## src/rtl/ssp_pkg.sv

```systemverilog
`timescale 1ns/1ps
package ssp_pkg;
    typedef enum logic [2:0] {
        REG_TXD  = 3'd0,
        REG_RXD  = 3'd1,
        REG_STAT = 3'd2,
        REG_CTRL = 3'd3,
        REG_RATE = 3'd4
    } ssp_reg_e;

    localparam int ST_TXE = 0;
    localparam int ST_RXF = 1;
    localparam int ST_OVR = 2;
    localparam int CT_TX  = 0;
    localparam int CT_RX  = 1;
endpackage

```

## src/rtl/ssp_baud.sv

```systemverilog
`timescale 1ns/1ps
module ssp_baud #(
    parameter int DIV_W = 8
) (
    input  logic             clk,
    input  logic             rst_n,
    input  logic             run,
    input  logic [DIV_W-1:0] div_n,
    output logic             tick
);
    logic [DIV_W-1:0] cnt_d, cnt_q;

    always_comb begin
        // half period ends when the count reaches N (>= tolerates N shrinking mid-frame)
        tick  = run && (cnt_q >= div_n);
        cnt_d = cnt_q;
        if (!run || tick) cnt_d = '0;
        else              cnt_d = cnt_q + 1'b1;
    end

    always_ff @(posedge clk or negedge rst_n) begin
        if (!rst_n) cnt_q <= '0;
        else        cnt_q <= cnt_d;
    end
endmodule

```

## src/rtl/ssp_shifter.sv

```systemverilog
`timescale 1ns/1ps
module ssp_shifter #(
    parameter int DATA_W = 8
) (
    input  logic              clk,
    input  logic              rst_n,
    input  logic              start,
    input  logic              abort,
    input  logic              tick,
    input  logic [DATA_W-1:0] tx_byte,
    input  logic              sdi,
    output logic              busy,
    output logic              sclk,
    output logic              sdo,
    output logic              done,
    output logic [DATA_W-1:0] rx_byte
);
    localparam int BIT_W = (DATA_W > 1) ? $clog2(DATA_W) : 1;
    localparam logic [BIT_W-1:0] LAST_BIT = BIT_W'(DATA_W - 1);

    typedef struct packed {
        logic              busy;
        logic              sclk;
        logic              done;
        logic [BIT_W-1:0]  idx;
        logic [DATA_W-1:0] tx;
        logic [DATA_W-1:0] rx;
    } shf_t;

    shf_t s_d, s_q;

    always_comb begin
        s_d      = s_q;
        s_d.done = 1'b0;
        if (abort) begin
            s_d.busy = 1'b0;
            s_d.sclk = 1'b1;
        end else if (start && !s_q.busy) begin
            s_d.busy = 1'b1;
            s_d.sclk = 1'b0;
            s_d.idx  = '0;
            s_d.tx   = tx_byte;
            s_d.rx   = '0;
        end else if (s_q.busy && tick) begin
            s_d.sclk = !s_q.sclk;
            if (!s_q.sclk) begin
                // rising edge: sample the input pin
                s_d.rx = {sdi, s_q.rx[DATA_W-1:1]};
                if (s_q.idx == LAST_BIT) begin
                    s_d.busy = 1'b0;
                    s_d.done = 1'b1;
                end else begin
                    s_d.idx = s_q.idx + 1'b1;
                end
            end else begin
                // falling edge: present the next bit
                s_d.tx = {1'b1, s_q.tx[DATA_W-1:1]};
            end
        end
    end

    always_ff @(posedge clk or negedge rst_n) begin
        if (!rst_n) begin
            s_q      <= '0;
            s_q.sclk <= 1'b1;
            s_q.tx   <= '1;
        end else begin
            s_q <= s_d;
        end
    end

    assign busy    = s_q.busy;
    assign sclk    = s_q.sclk;
    assign sdo     = s_q.tx[0];
    assign done    = s_q.done;
    assign rx_byte = s_q.rx;
endmodule

```

## src/rtl/ssp_ctrl.sv

```systemverilog
`timescale 1ns/1ps
module ssp_ctrl
    import ssp_pkg::*;
#(
    parameter int DATA_W = 8,
    parameter int DIV_W  = 8
) (
    input  logic              clk,
    input  logic              rst_n,
    input  logic [2:0]        bus_addr,
    input  logic              bus_wr,
    input  logic              bus_rd,
    input  logic [DATA_W-1:0] bus_wdata,
    output logic [DATA_W-1:0] bus_rdata,
    input  logic              eng_acc,
    input  logic              eng_no_autoclr,
    input  logic              eng_count_zero,
    input  logic              busy,
    input  logic              done,
    input  logic [DATA_W-1:0] rx_byte,
    output logic              start,
    output logic              abort,
    output logic [DATA_W-1:0] tx_byte,
    output logic [DIV_W-1:0]  div_n,
    output logic              tx_en,
    output logic              rx_en,
    output logic              txe,
    output logic              rxf,
    output logic              ovr,
    output logic              tx_act,
    output logic              irq_tx,
    output logic              irq_rx
);
    typedef struct packed {
        logic              tx_en;
        logic              rx_en;
        logic [DIV_W-1:0]  div;
        logic [DATA_W-1:0] txd;
        logic [DATA_W-1:0] rxd;
        logic              txe;
        logic              rxf;
        logic              ovr;
        logic              arm_txe;
        logic              arm_rxf;
        logic              arm_ovr;
        logic              tx_act;
        logic              rx_act;
        logic              irq_tx;
        logic              irq_rx;
    } ctl_t;

    ctl_t r_d, r_q;

    logic       auto_ok, host_st_rd, st_wr, ctl_wr, ovr_set, accept;
    logic [1:0] en_old, en_new;

    always_comb begin
        r_d        = r_q;
        r_d.irq_tx = 1'b0;
        r_d.irq_rx = 1'b0;

        auto_ok    = !eng_no_autoclr && !eng_count_zero;
        host_st_rd = bus_rd && !eng_acc && (bus_addr == REG_STAT);
        st_wr      = bus_wr && !eng_acc && (bus_addr == REG_STAT);
        ctl_wr     = bus_wr && !eng_acc && (bus_addr == REG_CTRL);
        ovr_set    = done && r_q.rx_act && r_q.rxf;

        start = !busy && !r_q.ovr && !ovr_set &&
                ((r_q.tx_en && !r_q.txe) || (!r_q.tx_en && r_q.rx_en));

        // data and rate locations
        if (bus_wr && (bus_addr == REG_TXD)) begin
            r_d.txd = bus_wdata;
            if (eng_acc && auto_ok) r_d.txe = 1'b0;
        end
        if (bus_wr && !eng_acc && (bus_addr == REG_RATE))
            r_d.div = bus_wdata[DIV_W-1:0];
        if (bus_rd && eng_acc && (bus_addr == REG_RXD) && auto_ok)
            r_d.rxf = 1'b0;

        // read-1-then-write-0 clearing
        if (st_wr) begin
            if (!bus_wdata[ST_TXE] && r_q.arm_txe) r_d.txe = 1'b0;
            if (!bus_wdata[ST_RXF] && r_q.arm_rxf) r_d.rxf = 1'b0;
            if (!bus_wdata[ST_OVR] && r_q.arm_ovr) r_d.ovr = 1'b0;
        end

        // frame completion
        if (done && r_q.rx_act) begin
            if (r_q.rxf) begin
                r_d.ovr = 1'b1;
            end else begin
                r_d.rxd = rx_byte;
                r_d.rxf = 1'b1;
            end
        end

        // frame start
        if (start) begin
            r_d.tx_act = r_q.tx_en;
            r_d.rx_act = r_q.rx_en;
            if (r_q.tx_en) r_d.txe = 1'b1;
        end

        // enable pair: change only from 00, to 00, or to the same pair
        en_old = {r_q.rx_en, r_q.tx_en};
        en_new = bus_wdata[1:0];
        accept = (en_old == 2'b00) || (en_new == 2'b00) || (en_new == en_old);
        if (ctl_wr && accept) begin
            r_d.tx_en = en_new[CT_TX];
            r_d.rx_en = en_new[CT_RX];
            if (!en_new[CT_TX]) r_d.txe = 1'b1;
        end

        r_d.arm_txe = r_d.txe && (r_q.arm_txe || (host_st_rd && r_q.txe));
        r_d.arm_rxf = r_d.rxf && (r_q.arm_rxf || (host_st_rd && r_q.rxf));
        r_d.arm_ovr = r_d.ovr && (r_q.arm_ovr || (host_st_rd && r_q.ovr));

        r_d.irq_tx = r_d.txe && !r_q.txe;
        r_d.irq_rx = r_d.rxf && !r_q.rxf;
    end

    always_ff @(posedge clk or negedge rst_n) begin
        if (!rst_n) begin
            r_q     <= '0;
            r_q.txe <= 1'b1;
        end else begin
            r_q <= r_d;
        end
    end

    always_comb begin
        bus_rdata = '0;
        case (bus_addr)
            REG_TXD:  bus_rdata = r_q.txd;
            REG_RXD:  bus_rdata = r_q.rxd;
            REG_STAT: begin
                bus_rdata[ST_TXE] = r_q.txe;
                bus_rdata[ST_RXF] = r_q.rxf;
                bus_rdata[ST_OVR] = r_q.ovr;
            end
            REG_CTRL: begin
                bus_rdata[CT_TX] = r_q.tx_en;
                bus_rdata[CT_RX] = r_q.rx_en;
            end
            REG_RATE: bus_rdata[DIV_W-1:0] = r_q.div;
            default:  bus_rdata = '0;
        endcase
    end

    assign abort   = !(r_q.tx_en || r_q.rx_en);
    assign tx_byte = r_q.txd;
    assign div_n   = r_q.div;
    assign tx_en   = r_q.tx_en;
    assign rx_en   = r_q.rx_en;
    assign txe     = r_q.txe;
    assign rxf     = r_q.rxf;
    assign ovr     = r_q.ovr;
    assign tx_act  = r_q.tx_act;
    assign irq_tx  = r_q.irq_tx;
    assign irq_rx  = r_q.irq_rx;
endmodule

```

## src/rtl/sync_serial_port.sv

```systemverilog
`timescale 1ns/1ps
module sync_serial_port #(
    parameter int DATA_W = 8,
    parameter int DIV_W  = 8
) (
    input  logic              clk,
    input  logic              rst_n,
    input  logic [2:0]        bus_addr,
    input  logic              bus_wr,
    input  logic              bus_rd,
    input  logic [DATA_W-1:0] bus_wdata,
    output logic [DATA_W-1:0] bus_rdata,
    input  logic              eng_acc,
    input  logic              eng_no_autoclr,
    input  logic              eng_count_zero,
    output logic              ser_clk,
    output logic              ser_dout,
    input  logic              ser_din,
    output logic              irq_tx_empty,
    output logic              irq_rx_full
);
    logic              sh_busy, sh_done, sh_sdo, sh_start, sh_abort, baud_tick;
    logic [DATA_W-1:0] sh_rx, sh_tx;
    logic [DIV_W-1:0]  div_n;
    logic              tx_en, rx_en, txe, rxf, ovr, tx_act;

    ssp_ctrl #(.DATA_W(DATA_W), .DIV_W(DIV_W)) u_ctrl (
        .clk            (clk),
        .rst_n          (rst_n),
        .bus_addr       (bus_addr),
        .bus_wr         (bus_wr),
        .bus_rd         (bus_rd),
        .bus_wdata      (bus_wdata),
        .bus_rdata      (bus_rdata),
        .eng_acc        (eng_acc),
        .eng_no_autoclr (eng_no_autoclr),
        .eng_count_zero (eng_count_zero),
        .busy           (sh_busy),
        .done           (sh_done),
        .rx_byte        (sh_rx),
        .start          (sh_start),
        .abort          (sh_abort),
        .tx_byte        (sh_tx),
        .div_n          (div_n),
        .tx_en          (tx_en),
        .rx_en          (rx_en),
        .txe            (txe),
        .rxf            (rxf),
        .ovr            (ovr),
        .tx_act         (tx_act),
        .irq_tx         (irq_tx_empty),
        .irq_rx         (irq_rx_full)
    );

    ssp_baud #(.DIV_W(DIV_W)) u_baud (
        .clk   (clk),
        .rst_n (rst_n),
        .run   (sh_busy),
        .div_n (div_n),
        .tick  (baud_tick)
    );

    ssp_shifter #(.DATA_W(DATA_W)) u_shf (
        .clk     (clk),
        .rst_n   (rst_n),
        .start   (sh_start),
        .abort   (sh_abort),
        .tick    (baud_tick),
        .tx_byte (sh_tx),
        .sdi     (ser_din),
        .busy    (sh_busy),
        .sclk    (ser_clk),
        .sdo     (sh_sdo),
        .done    (sh_done),
        .rx_byte (sh_rx)
    );

    assign ser_dout = (sh_busy && tx_act && tx_en) ? sh_sdo : 1'b1;
endmodule

```

## config.mk

```make
export PLATFORM = sky130hd
export DESIGN_NAME = sync_serial_port
export DESIGN_NICKNAME = d
export VERILOG_FILES = /design/src/rtl/ssp_pkg.sv /design/src/rtl/ssp_baud.sv /design/src/rtl/ssp_shifter.sv /design/src/rtl/ssp_ctrl.sv /design/src/rtl/sync_serial_port.sv
export SDC_FILE = /design/constraint.sdc
export NUM_CORES = 1
export LEC_CHECK = 0
export BUFFER_PORTS_ARGS = -buffer_cell sky130_fd_sc_hd__buf_4
export CAP_MARGIN = 20
export CORE_MARGIN = 3
export CORE_UTILIZATION = 50
export CTS_BUF_LIST = sky130_fd_sc_hd__clkbuf_16
export DETAILED_ROUTE_END_ITERATION = 7
export PLACE_DENSITY_LB_ADDON = 0.08
export SETUP_SLACK_MARGIN = 0.15
export SYNTH_ARGS = -nofsm -noshare
export SYNTH_HDL_FRONTEND = slang
export SYNTH_SLANG_ARGS = --single-unit
```

## constraint.sdc

```tcl
create_clock -name clk -period 2.2 [get_ports clk]
set_input_delay 0.11 -clock clk [delete_from_list [all_inputs] [get_ports clk]]
set_output_delay 0.11 -clock clk [all_outputs]
set_load 0.01 [all_outputs]
```

; Yosys cells after proc, flatten, opt, wreduce, memory -nomap -nowiden
; Cells that the tools add are included.
; W data, S select, Z words.
[op_classes]
order_cmp = 1
bitwise_logic = 1
n_mux = 32
n_addsub = 2
n_eq_ne = 11
reduce_logical = 67
[op_table]
columns = operator, n
row1 = $logic_and A1 B1 Y1, 36
row2 = $mux W8, 3
row3 = $mux W22, 1
row4 = $mux W20, 1
row5 = $mux W19, 1
row6 = $mux W1, 17
row7 = $pmux W5 S3, 1
row8 = $logic_not A1 Y1, 13
row9 = $pmux W2 S5, 1
row10 = $reduce_and A3 Y1, 3
row11 = $add A8 B1 Y8 const B, 1
row12 = $ge A8 B8 Y1, 1
row13 = $logic_or A1 B1 Y1, 8
row14 = $eq A3 B2 Y1 const B, 2
row15 = $eq A3 B3 Y1 const B, 2
row16 = $mux W2, 3
row17 = $mux W3, 2
row18 = $ne A3 B1 Y1 const B, 2
row19 = $logic_not A2 Y1, 2
row20 = $mux W4, 1
row21 = $pmux W1 S4, 1
row22 = $reduce_and A4 Y1, 1
row23 = $reduce_bool A2 Y1, 2
row24 = $add A3 B1 Y3 const B, 1
row25 = other kinds (8), 8
[word_totals]
elab_cells = 136
reg_bits = 66
out_inout_bits = 12
in_bits = 19

; Depth between registers and ports, before layout
; Gate-level depths: netlist of the first run.
[depth]
depth_word = 12
mapped_depth = 8
depth_no_buf = 7

; By module
; Synthesis of the first run repeated with hierarchy kept, for this count alone.
[hier_totals]
cells_unflattened = 341
hier_area_um2 = 3604.7
[modules_own_cells]
columns = mod, instances, seq_area_each_um2, cells_each, area_each_um2
row1 = ssp_ctrl, 1, 902.1, 185, 1884.3
row2 = ssp_shifter, 1, 561.8, 96, 1133.6
row3 = ssp_baud, 1, 200.2, 59, 578.1
row4 = sync_serial_port, 1, 0.0, 1, 8.8

; Worst setup path after synthesis of the first run
; No wires, ideal clock.
[synth_path]
path_type = register -> register
from = register u_baud.cnt_q[2]
to = register u_shf.s_q (netlist bit u_shf.sdo)
setup_ns = 0.081
slack_ns = 0.455
stages_incl_launch_ff = 8
n_path_buf = 1
synth_period_minus_slack_ns = 1.745
required_time_ns = 2.119
arrival_time_ns = 1.665
path_cell_list = dfrtp_1 > ha_1 > and3_1 > o21ai_1 > a31o_2 > nand2_1 > buf_2 > a32oi_1
[synth_via]
elab_chain_cells = 5
[synth_lines]
columns = item, line_no
row1 = start: declaration, ssp_baud.sv:11  ; logic [DIV_W-1:0] cnt_d, cnt_q;
row2 = start signal: assignment, ssp_baud.sv:23  ; else cnt_q <= cnt_d;
row3 = $ge A8 B8 Y1, ssp_baud.sv:15  ; tick = run && (cnt_q >= div_n);
row4 = $logic_and A1 B1 Y1, ssp_baud.sv:15
row5 = $logic_and A1 B1 Y1, ssp_shifter.sv:44  ; end else if (s_q.busy && tick) begin
row6 = $reduce_bool A2 Y1 (no line), --
row7 = $reduce_and A3 Y1 (no line), --
row8 = end: declaration, ssp_shifter.sv:30  ; shf_t s_d, s_q;
; No other way between the ends.
; A chain may end at the register's enable or synchronous reset.

; Worst setup path in the final report of the first run
[layout_path]
from = register u_baud.cnt_q[2]
to = register u_shf.s_q[11] (netlist name)
; Same word-level chain as after synthesis.

==> results.json, run 1 <==
{
  "hold_start": "bus_wdata[5]",
  "drt_iter0_drc": 175,
  "cts.path.max_buffers": 2,
  "synthAdderAreaFrac": 0.0403,
  "worstReg2RegStart": "u_baud.cnt_q[2]",
  "fp.dieW_um": 88.6,
  "clk_pin_slew_ns": 0.05,
  "timing.hold.ws_ns": 0.0227,
  "post-route-period-util": 0.887,
  "synth_edf_count": 0,
  "power_density_nw_per_um2": 1120,
  "synth_top_family_by_area": "compound AO/OA/AOI/OAI gates",
  "initial_utilization": 0.526,
  "muxShareOfSynthArea": 0.0887,
  "synth_cells": 336,
  "post_drt_wl_per_cell_um": 17.9,
  "crit_start": "u_baud.cnt_q[2]",
  "reg2reg_setup_slack_ns": 0.25,
  "rows": 29,
  "rsz0062_at_grt": "true",
  "syn_area_per_cell_um2": 10.2,
  "start_kind": "flop",
  "gr-total-overflow": 0,
  "tightest_slew_ns": 0.840,
  "ys_ff_latch": 66,
  "core_area_um2": 6490,
  "max_slew_margin": 0.440,
  "cts.sinks": 66,
  "skew_ns": 0.00534,
  "netlist_area_um2": 3410,
  "synthSimpleGateAreaFrac": 0.123,
  "synth-xor-area-share": 0.0154,
  "dieArea_um2": 7860,
  "syn_nets": 366,
  "antenna_found_initial": 0,
  "io_pins": 31,
  "outcome": "completed",
  "first_global_vias": 2591,
  "seq_area_um2": 1660,
  "drc": 0,
  "port_buffers": 30,
  "yosysWarnings": 0,
  "fin_util": 0.632,
  "dp_hpwl_um": 5600,
  "drv_cap": 0,
  "end_kind": "flop",
  "cts_buffers": 9,
  "drt-total-wl_um": 8080,
  "antenna_left": 0,
  "synth_flop_cell": "dfrtp_1",
  "drt_first_pass_iters": 4,
  "multi_input_area_um2": 1570,
  "critPathKind": "flop to flop",
  "required_ns": 2.44,
  "synth_compound_area_frac": 0.189,
  "vias": 2634,
  "area_growth_pct": 20.3,
  "setup_tns_ns": 0,
  "finalHoldViolCount": 0,
  "grt_start_max_net_pins": 67,
  "clock_latency_ns": 0.33,
  "nets": 399,
  "routed_via_density": 5.84,
  "clock.fmax_mhz": 513,
  "place.gp.congestion": 0.830,
  "h-tree-depth": 3,
  "drive_gt1_frac": 0.249,
  "post-cts-setup-buffer-count": 0,
  "final_common_cell": "dfrtp_1",
  "final_cell_mix": "dfrtp_1 (56), buf_4 (36), inv_1 (34), nor2_1 (27), o21ai_0 (23)",
  "clockRootBuffer": "clkbuf_16",
  "vdd_drop_max_v": 0.000503,
  "antenna_cells": 0,
  "setup_viol": 0,
  "grt_pass1_wl_um": 13600,
  "grt_usage": 0.229,
  "crit_arrival_ns": 2.19,
  "ys_async_sr_fraction": 1.00,
  "die_h_um": 88.6,
  "min_period_ns": 1.95,
  "fillCellCount": 548,
  "p_leak_nw": 1.86,
  "hp-class": "primary input to flop",
  "synth_seq_area_share": 0.487,
  "crit_fanout": 8,
  "synth_cell_types": 48,
  "slew_viol_final": 0,
  "cts_tree": "built"
}
## metal layers
metal | vias to the layer above | wire [um] | global-route usage
met1 | 1312 | 3810 | 0.325
met4 | 0 | 187 | 0.0975
met5 | - | 0 | 0
met2 | 42 | 3820 | 0.348
li1 | 1268 | - | -
met3 | 12 | 270 | 0.0372
## report_power, final
group          leakage (nW)  switching (W)  total [W]  internal [W]
Clock                 0.178       0.000509    0.00172       0.00121
Combinational         0.855       0.000693    0.00115      0.000460
Sequential            0.831       0.000207    0.00174       0.00153
Total                  1.86        0.00141    0.00461       0.00320
## worst max-delay path, cell delays in order, from the launching register on
cell and delay [ns]:
dfrtp_1 0.43, ha_1 0.33, and3_1 0.17, o21ai_1 0.08
a31o_2 0.32, a22o_2 0.32, a32oi_1 0.20
## cell usage after synthesis, drive strengths merged, types with 3 or more instances
library cell | count | area (um^2)
o211ai | 12 | 95.1
a32oi | 7 | 61.3
xor2 | 4 | 35.0
nand3b | 3 | 22.5
dfstp | 10 | 263
dfrtp | 56 | 1400
and3 | 5 | 31.3
ha | 11 | 138
mux2 | 18 | 203
o21ai | 37 | 196
inv | 33 | 124
buf | 8 | 38.8
mux2i | 10 | 100
nand2 | 19 | 71.3
o2111ai | 8 | 70.1
a22oi | 3 | 22.5
nor2 | 28 | 108
a21oi | 14 | 73.8
nor3 | 3 | 15.0
nand3 | 9 | 45.0
clkbuf | 8 | 30.0
nor2b | 5 | 31.3
## stage by stage
step           setup slack [ns]  area (um^2)  power [W]  std cells
2_1_floorplan             0.455         3410    0.00246        336
3_3_place_gp              0.233         3720    0.00283        434
3_5_place_dp              0.162         3720    0.00285        434
4_1_cts                   0.216         4090    0.00461        451
5_1_grt                  0.0940         4110    0.00487        451
6_report                  0.249         4110    0.00461        451
## cell families (layout without fill, tap and decap cells)
| logic type | after synthesis | after routing |
|---|---|---|
| compound gates | 95 | 95 |
| xor+xnor | 6 | 6 |
| fa+ha+maj | 11 | 11 |
| buf+inv | 49 | 87 |
| flops | 66 | 66 |
| mux | 28 | 28 |
| simple gates | 81 | 81 |
## registers in the layout, summed over array words and instances, names as in the netlist, 8 cells and up
signal          count
u_shf.s_q          10
u_baud.cnt_q        8
u_ctrl.div_n        8
u_shf.rx_byte       8
u_ctrl.tx_byte      8
u_ctrl.r_q         12
## area by class of cell
type                            instances  area share
Clock inverter                          7      0.0323
Multi-Input combinational cell        221       0.383
Sequential cell                        66       0.405
Clock buffer                            9      0.0548
Tap cell                               77      0.0235
Timing Repair Buffer                   38      0.0710
Inverter                               33      0.0302
## worst paths after layout
check,cells after the start,to
hold / removal,2,u_ctrl.div_n[5]
max in group asynchronous,2,u_shf.rx_byte[6]
setup reg to reg,6,u_shf.s_q[11]
setup / recovery,6,u_shf.s_q[11]
hold reg to reg,2,u_shf.s_q[13]
min in group asynchronous,2,u_ctrl.irq_rx
## repair_timing
action                                 CTS  global route
pin swaps                                0             0
setup endpoints to repair                7            22
endpoints found under the hold margin   56             0
gates resized for setup                  1             4
hold buffers                             1             0
Note: power is estimated with default switching activity, not from simulation.
==> run 2, diff against run 1 <==
--- a/config.mk
+++ b/config.mk
@@ -8,7 +8,7 @@
 export BUFFER_PORTS_ARGS = -buffer_cell sky130_fd_sc_hd__buf_4
 export CAP_MARGIN = 20
 export CORE_MARGIN = 3
-export CORE_UTILIZATION = 50
+export CORE_UTILIZATION = 45
 export CTS_BUF_LIST = sky130_fd_sc_hd__clkbuf_16
 export DETAILED_ROUTE_END_ITERATION = 7
 export PLACE_DENSITY_LB_ADDON = 0.08
==> results.json, run 2 (synthesis gave the netlist of run 1 again) <==
{
  "fillCellCount": 671,
  "dp_cells": 458,
  "place.gp.congestion": 0.839,
  "top_regs": "u_ctrl.r_q x12, u_shf.s_q x10",
  "drt_iter0_drc": 178,
  "crit_arrival_ns": 2.16,
  "crit_fanout": 14,
  "vias": 2651,
  "hold_start": "bus_wdata[5]",
  "grt_start_max_net_pins": 67,
  "critPathKind": "flop to flop",
  "dieArea_um2": 8670,
  "post-cts-setup-buffer-count": 0,
  "antenna_found_initial": 0,
  "drc": 0,
  "fp.dieW_um": 93.1,
  "timing.hold.ws_ns": 0.0245,
  "rows": 31,
  "final_common_cell": "dfrtp_1",
  "fin_util": 0.559,
  "setup_tns_ns": 0,
  "power_density_nw_per_um2": 1060,
  "die_h_um": 93.1,
  "finalHoldViolCount": 0,
  "area_growth_pct": 19.4,
  "core_area_um2": 7290,
  "clock.fmax_mhz": 522,
  "setup_viol": 0,
  "final_cell_count_no_fill": 475,
  "post_drt_wl_per_cell_um": 17.7,
  "port_buffers": 30,
  "min_period_ns": 1.92,
  "final_cell_mix": "dfrtp_1 (56), buf_4 (39), inv_1 (33), nor2_1 (27), o21ai_0 (23)",
  "largest_register_ffs": 12,
  "skew_ns": 0.00653,
  "cts_tree": "built",
  "drv_cap": 0,
  "cp_cell_sequence": "o21ai_2 -> or2_0 -> a22o_1 -> a32oi_1",
  "rsz0062_at_grt": "true",
  "start_kind": "flop",
  "routed_via_density": 5.58,
  "drt-total-wl_um": 8410,
  "slew_viol_final": 0,
  "required_ns": 2.45,
  "gr-total-overflow": 0,
  "worstReg2RegStart": "u_shf.busy",
  "first_global_vias": 2601,
  "post-route-period-util": 0.871,
  "cts.path.max_buffers": 2,
  "max_slew_margin": 0.446,
  "clockRootBuffer": "clkbuf_16",
  "drt_first_pass_iters": 4,
  "antenna_left": 0,
  "io_pins": 31,
  "dp_hpwl_um": 5890,
  "drive_gt1_frac": 0.255,
  "grt_pass1_wl_um": 13800,
  "hp-class": "primary input to flop",
  "r2r-end": "u_shf.s_q[14]",
  "antenna_cells": 0,
  "nets": 401,
  "cts.sinks": 66,
  "top_register": "u_ctrl.r_q",
  "reg2regPathDepth": 4,
  "end_kind": "flop",
  "max_stage_delay_ns": 0.65,
  "grt_usage": 0.208,
  "clk_pin_slew_ns": 0.06,
  "worstHoldPathCells": 2,
  "tightest_slew_ns": 0.831,
  "outcome": "completed",
  "initial_utilization": 0.468,
  "vdd_drop_max_v": 0.000497,
  "reg2reg_setup_slack_ns": 0.28,
  "p_leak_nw": 1.82,
  "clock_latency_ns": 0.33,
  "crit_slowest_cell": "dfrtp_1",
  "cts_buffers": 9,
  "hold_end": "u_ctrl.div_n[5]",
  "h-tree-depth": 3
}
[run 2: through the flow]
step / instance area (um^2) / power [W] / setup slack [ns]
2_1_floorplan: 3410 / 0.00246 / 0.455
3_3_place_gp: 3760 / 0.00285 / 0.221
3_5_place_dp: 3760 / 0.00287 / 0.171
4_1_cts: 4080 / 0.00435 / 0.262
5_1_grt: 4080 / 0.00456 / 0.124
6_report: 4080 / 0.00432 / 0.283
[run 2: layer usage]
metal	wire, um	up-vias	track usage
met5	0	-	0
met4	80	0	0.0549
met3	424	10	0.0563
met2	3980	58	0.326
met1	3930	1311	0.286
li1	-	1272	-
[run 2: cell type report]
cell class	instances	area, um^2	share of cell area
sequential	66	1660	0.408
clock inverter	7	77.6	0.0190
multi-input combinational	221	1560	0.383
clock buffer	9	225	0.0552
timing repair buffer	40	303	0.0743
tap	99	124	0.0304
inverter	33	124	0.0304
[run 2: power by group]
part           internal [W]  switching [W]  total, W
Combinational      0.000454       0.000665   0.00112
Sequential          0.00153       0.000227   0.00175
Clock              0.000882       0.000566   0.00145
Total               0.00286        0.00146   0.00432
[run 2: repair_timing]
action / in CTS / in global routing
endpoints found under the hold margin: 56 / 0
gates cloned: 0 / 0
resized for setup: 1 / 0
hold buffers: 1 / 0
endpoints found under the setup margin: 3 / 5
[run 2: how the worst max path moves through the flow]
stage | startpoint | end | slack (ns) | cells after the start
finish | u_shf.busy | u_shf.s_q[14] | 0.28 | 4
global route | u_baud.cnt_q[0] | u_shf.rx_byte[0] | 0.12 | 7
CTS | u_shf.busy | u_shf.s_q[14] | 0.26 | 4
detailed placement | u_ctrl.div_n[1] | u_shf.s_q[13] | 0.17 | 7
global placement | u_baud.cnt_q[2] | u_shf.s_q[13] | 0.22 | 6
floorplan | u_baud.cnt_q[2] | u_shf.sdo | 0.45 | 7
[run 2: critical path: cells and delay by family (launching register included)]
family	cells	cell delay [ns]
AO/OA/AOI/OAI	3	0.79
AND/OR/NAND/NOR	1	0.39
flip-flops	1	0.65
==> run 3, diff against run 2 <==
--- a/config.mk
+++ b/config.mk
@@ -8,7 +8,7 @@
 export BUFFER_PORTS_ARGS = -buffer_cell sky130_fd_sc_hd__buf_4
 export CAP_MARGIN = 20
 export CORE_MARGIN = 3
-export CORE_UTILIZATION = 45
+export CORE_UTILIZATION = 59
 export CTS_BUF_LIST = sky130_fd_sc_hd__clkbuf_16
 export DETAILED_ROUTE_END_ITERATION = 7
 export PLACE_DENSITY_LB_ADDON = 0.08
==> results.json, run 3 (synthesis gave the netlist of run 1 again) <==
{
  "outcome": "completed",
  "h-tree-depth": 3,
  "reg2regPathDepth": 7,
  "fin_util": 0.719,
  "drv_cap": 0,
  "rsz0062_at_grt": "true",
  "post-route-period-util": 0.878,
  "end_kind": "flop",
  "clkPwrFrac": 0.302,
  "first_global_vias": 2532,
  "drt_iter0_drc": 226,
  "top_regs": "u_ctrl.r_q x12, u_shf.s_q x10",
  "io_pins": 31,
  "fillCellCount": 444,
  "drc": 0,
  "crit_arrival_ns": 2.18,
  "power_density_nw_per_um2": 1030,
  "setup_tns_ns": 0,
  "hp-class": "primary input to flop",
  "post-cts-setup-buffer-count": 0,
  "grtUsageMet1": 0.372,
  "min_period_ns": 1.93,
  "setup_viol": 0,
  "clock_latency_ns": 0.33,
  "nets": 398,
  "cts_tree": "built",
  "drt-total-wl_um": 8110,
  "swShare": 0.339,
  "crit_family": "simple AND/OR/NAND/NOR gates",
  "antenna_left": 0,
  "port_buffers": 30,
  "dp_cells": 428,
  "slew_viol_final": 0,
  "start_kind": "flop",
  "top_register": "u_ctrl.r_q",
  "critPathKind": "flop to flop",
  "dp_hpwl_um": 5620,
  "antenna_cells": 0,
  "crit_fanout": 14,
  "antenna_found_initial": 0,
  "routed_via_density": 6.18,
  "tightest_slew_ns": 0.828,
  "reg2reg_setup_slack_ns": 0.27,
  "final_cell_count_no_fill": 445,
  "cts.sinks": 66,
  "dieArea_um2": 6740,
  "top_usage_layer": "met2",
  "area_growth_pct": 16.7,
  "max_stage_delay_ns": 0.36,
  "clk_pin_slew_ns": 0.06,
  "cts.path.max_buffers": 2,
  "core_area_um2": 5540,
  "initial_utilization": 0.616,
  "clockRootBuffer": "clkbuf_16",
  "grt_start_max_net_pins": 67,
  "p_leak_nw": 1.81,
  "clock.fmax_mhz": 518,
  "crit_start": "u_ctrl.div_n[7]",
  "timing.hold.ws_ns": 0.0204,
  "endpoint": "u_shf.s_q[14]",
  "multi_input_area_um2": 1570,
  "skew_ns": 0.00719,
  "final_common_cell": "dfrtp_1",
  "vias": 2750,
  "cp_cell_sequence": "inv_1 -> ha_1 -> a21oi_1 -> o21ai_1 -> nor2_2 -> nand2_2 -> a32oi_1",
  "grtUsageMet3": 0.0800,
  "fp.dieW_um": 82.1,
  "seq_power_share": 0.424,
  "met2_usage": 0.401,
  "drt_first_pass_iters": 6,
  "crit_slowest_cell": "dfrtp_1",
  "grt_pass1_wl_um": 13100,
  "dpl_cell_area_um2": 3710,
  "critPathBufInv": 1,
  "worstReg2RegStart": "u_ctrl.div_n[7]",
  "r2r-end": "u_shf.s_q[14]",
  "finalHoldViolCount": 0,
  "largest_register_ffs": 12,
  "seq_area_um2": 1660,
  "final_area_um2": 3980,
  "path_depth": 7,
  "place.gp.congestion": 0.840,
  "p_comb_frac": 0.274,
  "drive_gt1_frac": 0.236,
  "grt_usage": 0.265,
  "cts_buffers": 9,
  "max_slew_margin": 0.448,
  "required_ns": 2.45,
  "post_drt_wl_per_cell_um": 18.2,
  "switchingPower_w": 0.00139,
  "die_h_um": 82.1,
  "final_cell_mix": "dfrtp_1 (56), buf_4 (35), inv_1 (34), nor2_1 (27), o21ai_0 (23)",
  "vdd_drop_max_v": 0.000727,
  "gr-total-overflow": 0,
  "rows": 27,
  "intPower_w": 0.00271
}
## run 3: changes by cell type in the layout (fill, tap and decap cells not counted), sizes merged
| cell | delta |
|---|---|
| bufinv | -1 |
| clkinvlp | -4 |
| clkinv | +5 |
| buf | -3 |
## run 3: worst min-delay path by stage
stage,startpoint,endpoint,slack (ns),cells after the start
floorplan,rst_n,u_baud.cnt_q[0],-0.19,0
global placement,rst_n,u_ctrl.irq_tx,0.25,1
detailed placement,rst_n,u_ctrl.r_q[6],0.26,1
CTS,bus_wdata[4],u_ctrl.div_n[4],0.01,2
global route,bus_wdata[5],u_ctrl.div_n[5],0.01,2
finish,bus_wdata[4],u_ctrl.div_n[4],0.02,2
## run 3: timing repair
action	in CTS	in global routing
resized for setup	0	3
endpoints found under the setup margin	0	20
hold endpoints to repair	56	0
hold buffers	1	0
## run 3: power groups by stage
stage	Clock, W	Sequential (W)	Combinational, W
2_1_floorplan	0	0.00168	0.000778
3_3_place_gp	0	0.00175	0.00106
3_5_place_dp	0	0.00175	0.00109
4_1_cts	0.00126	0.00174	0.00110
5_1_grt	0.00133	0.00177	0.00125
6_report	0.00124	0.00174	0.00112
## run 3: final cells by class
cell class              count  area share
clock inverters             7     0.00722
inverters                  33      0.0311
flip-flops and latches     66       0.418
well taps                  72      0.0226
repair buffers             37      0.0713
multi-input cells         221       0.394
clock buffers               9      0.0565
## run 3: stage by stage
step	setup slack [ns]	power (W)
after floorplan	0.455	0.00246
after global placement	0.251	0.00281
after detailed placement	0.187	0.00284
after CTS	0.172	0.00409
after global routing	0.113	0.00435
final	0.268	0.00411
## run 3: per-layer routing
metal	wire length [um]	part of all wire	vias up
li1	-	-	1268
met1	3510	0.43	1359
met2	3900	0.48	114
met3	615	0.076	9
met4	76	0.0094	0
met5	0	0	-
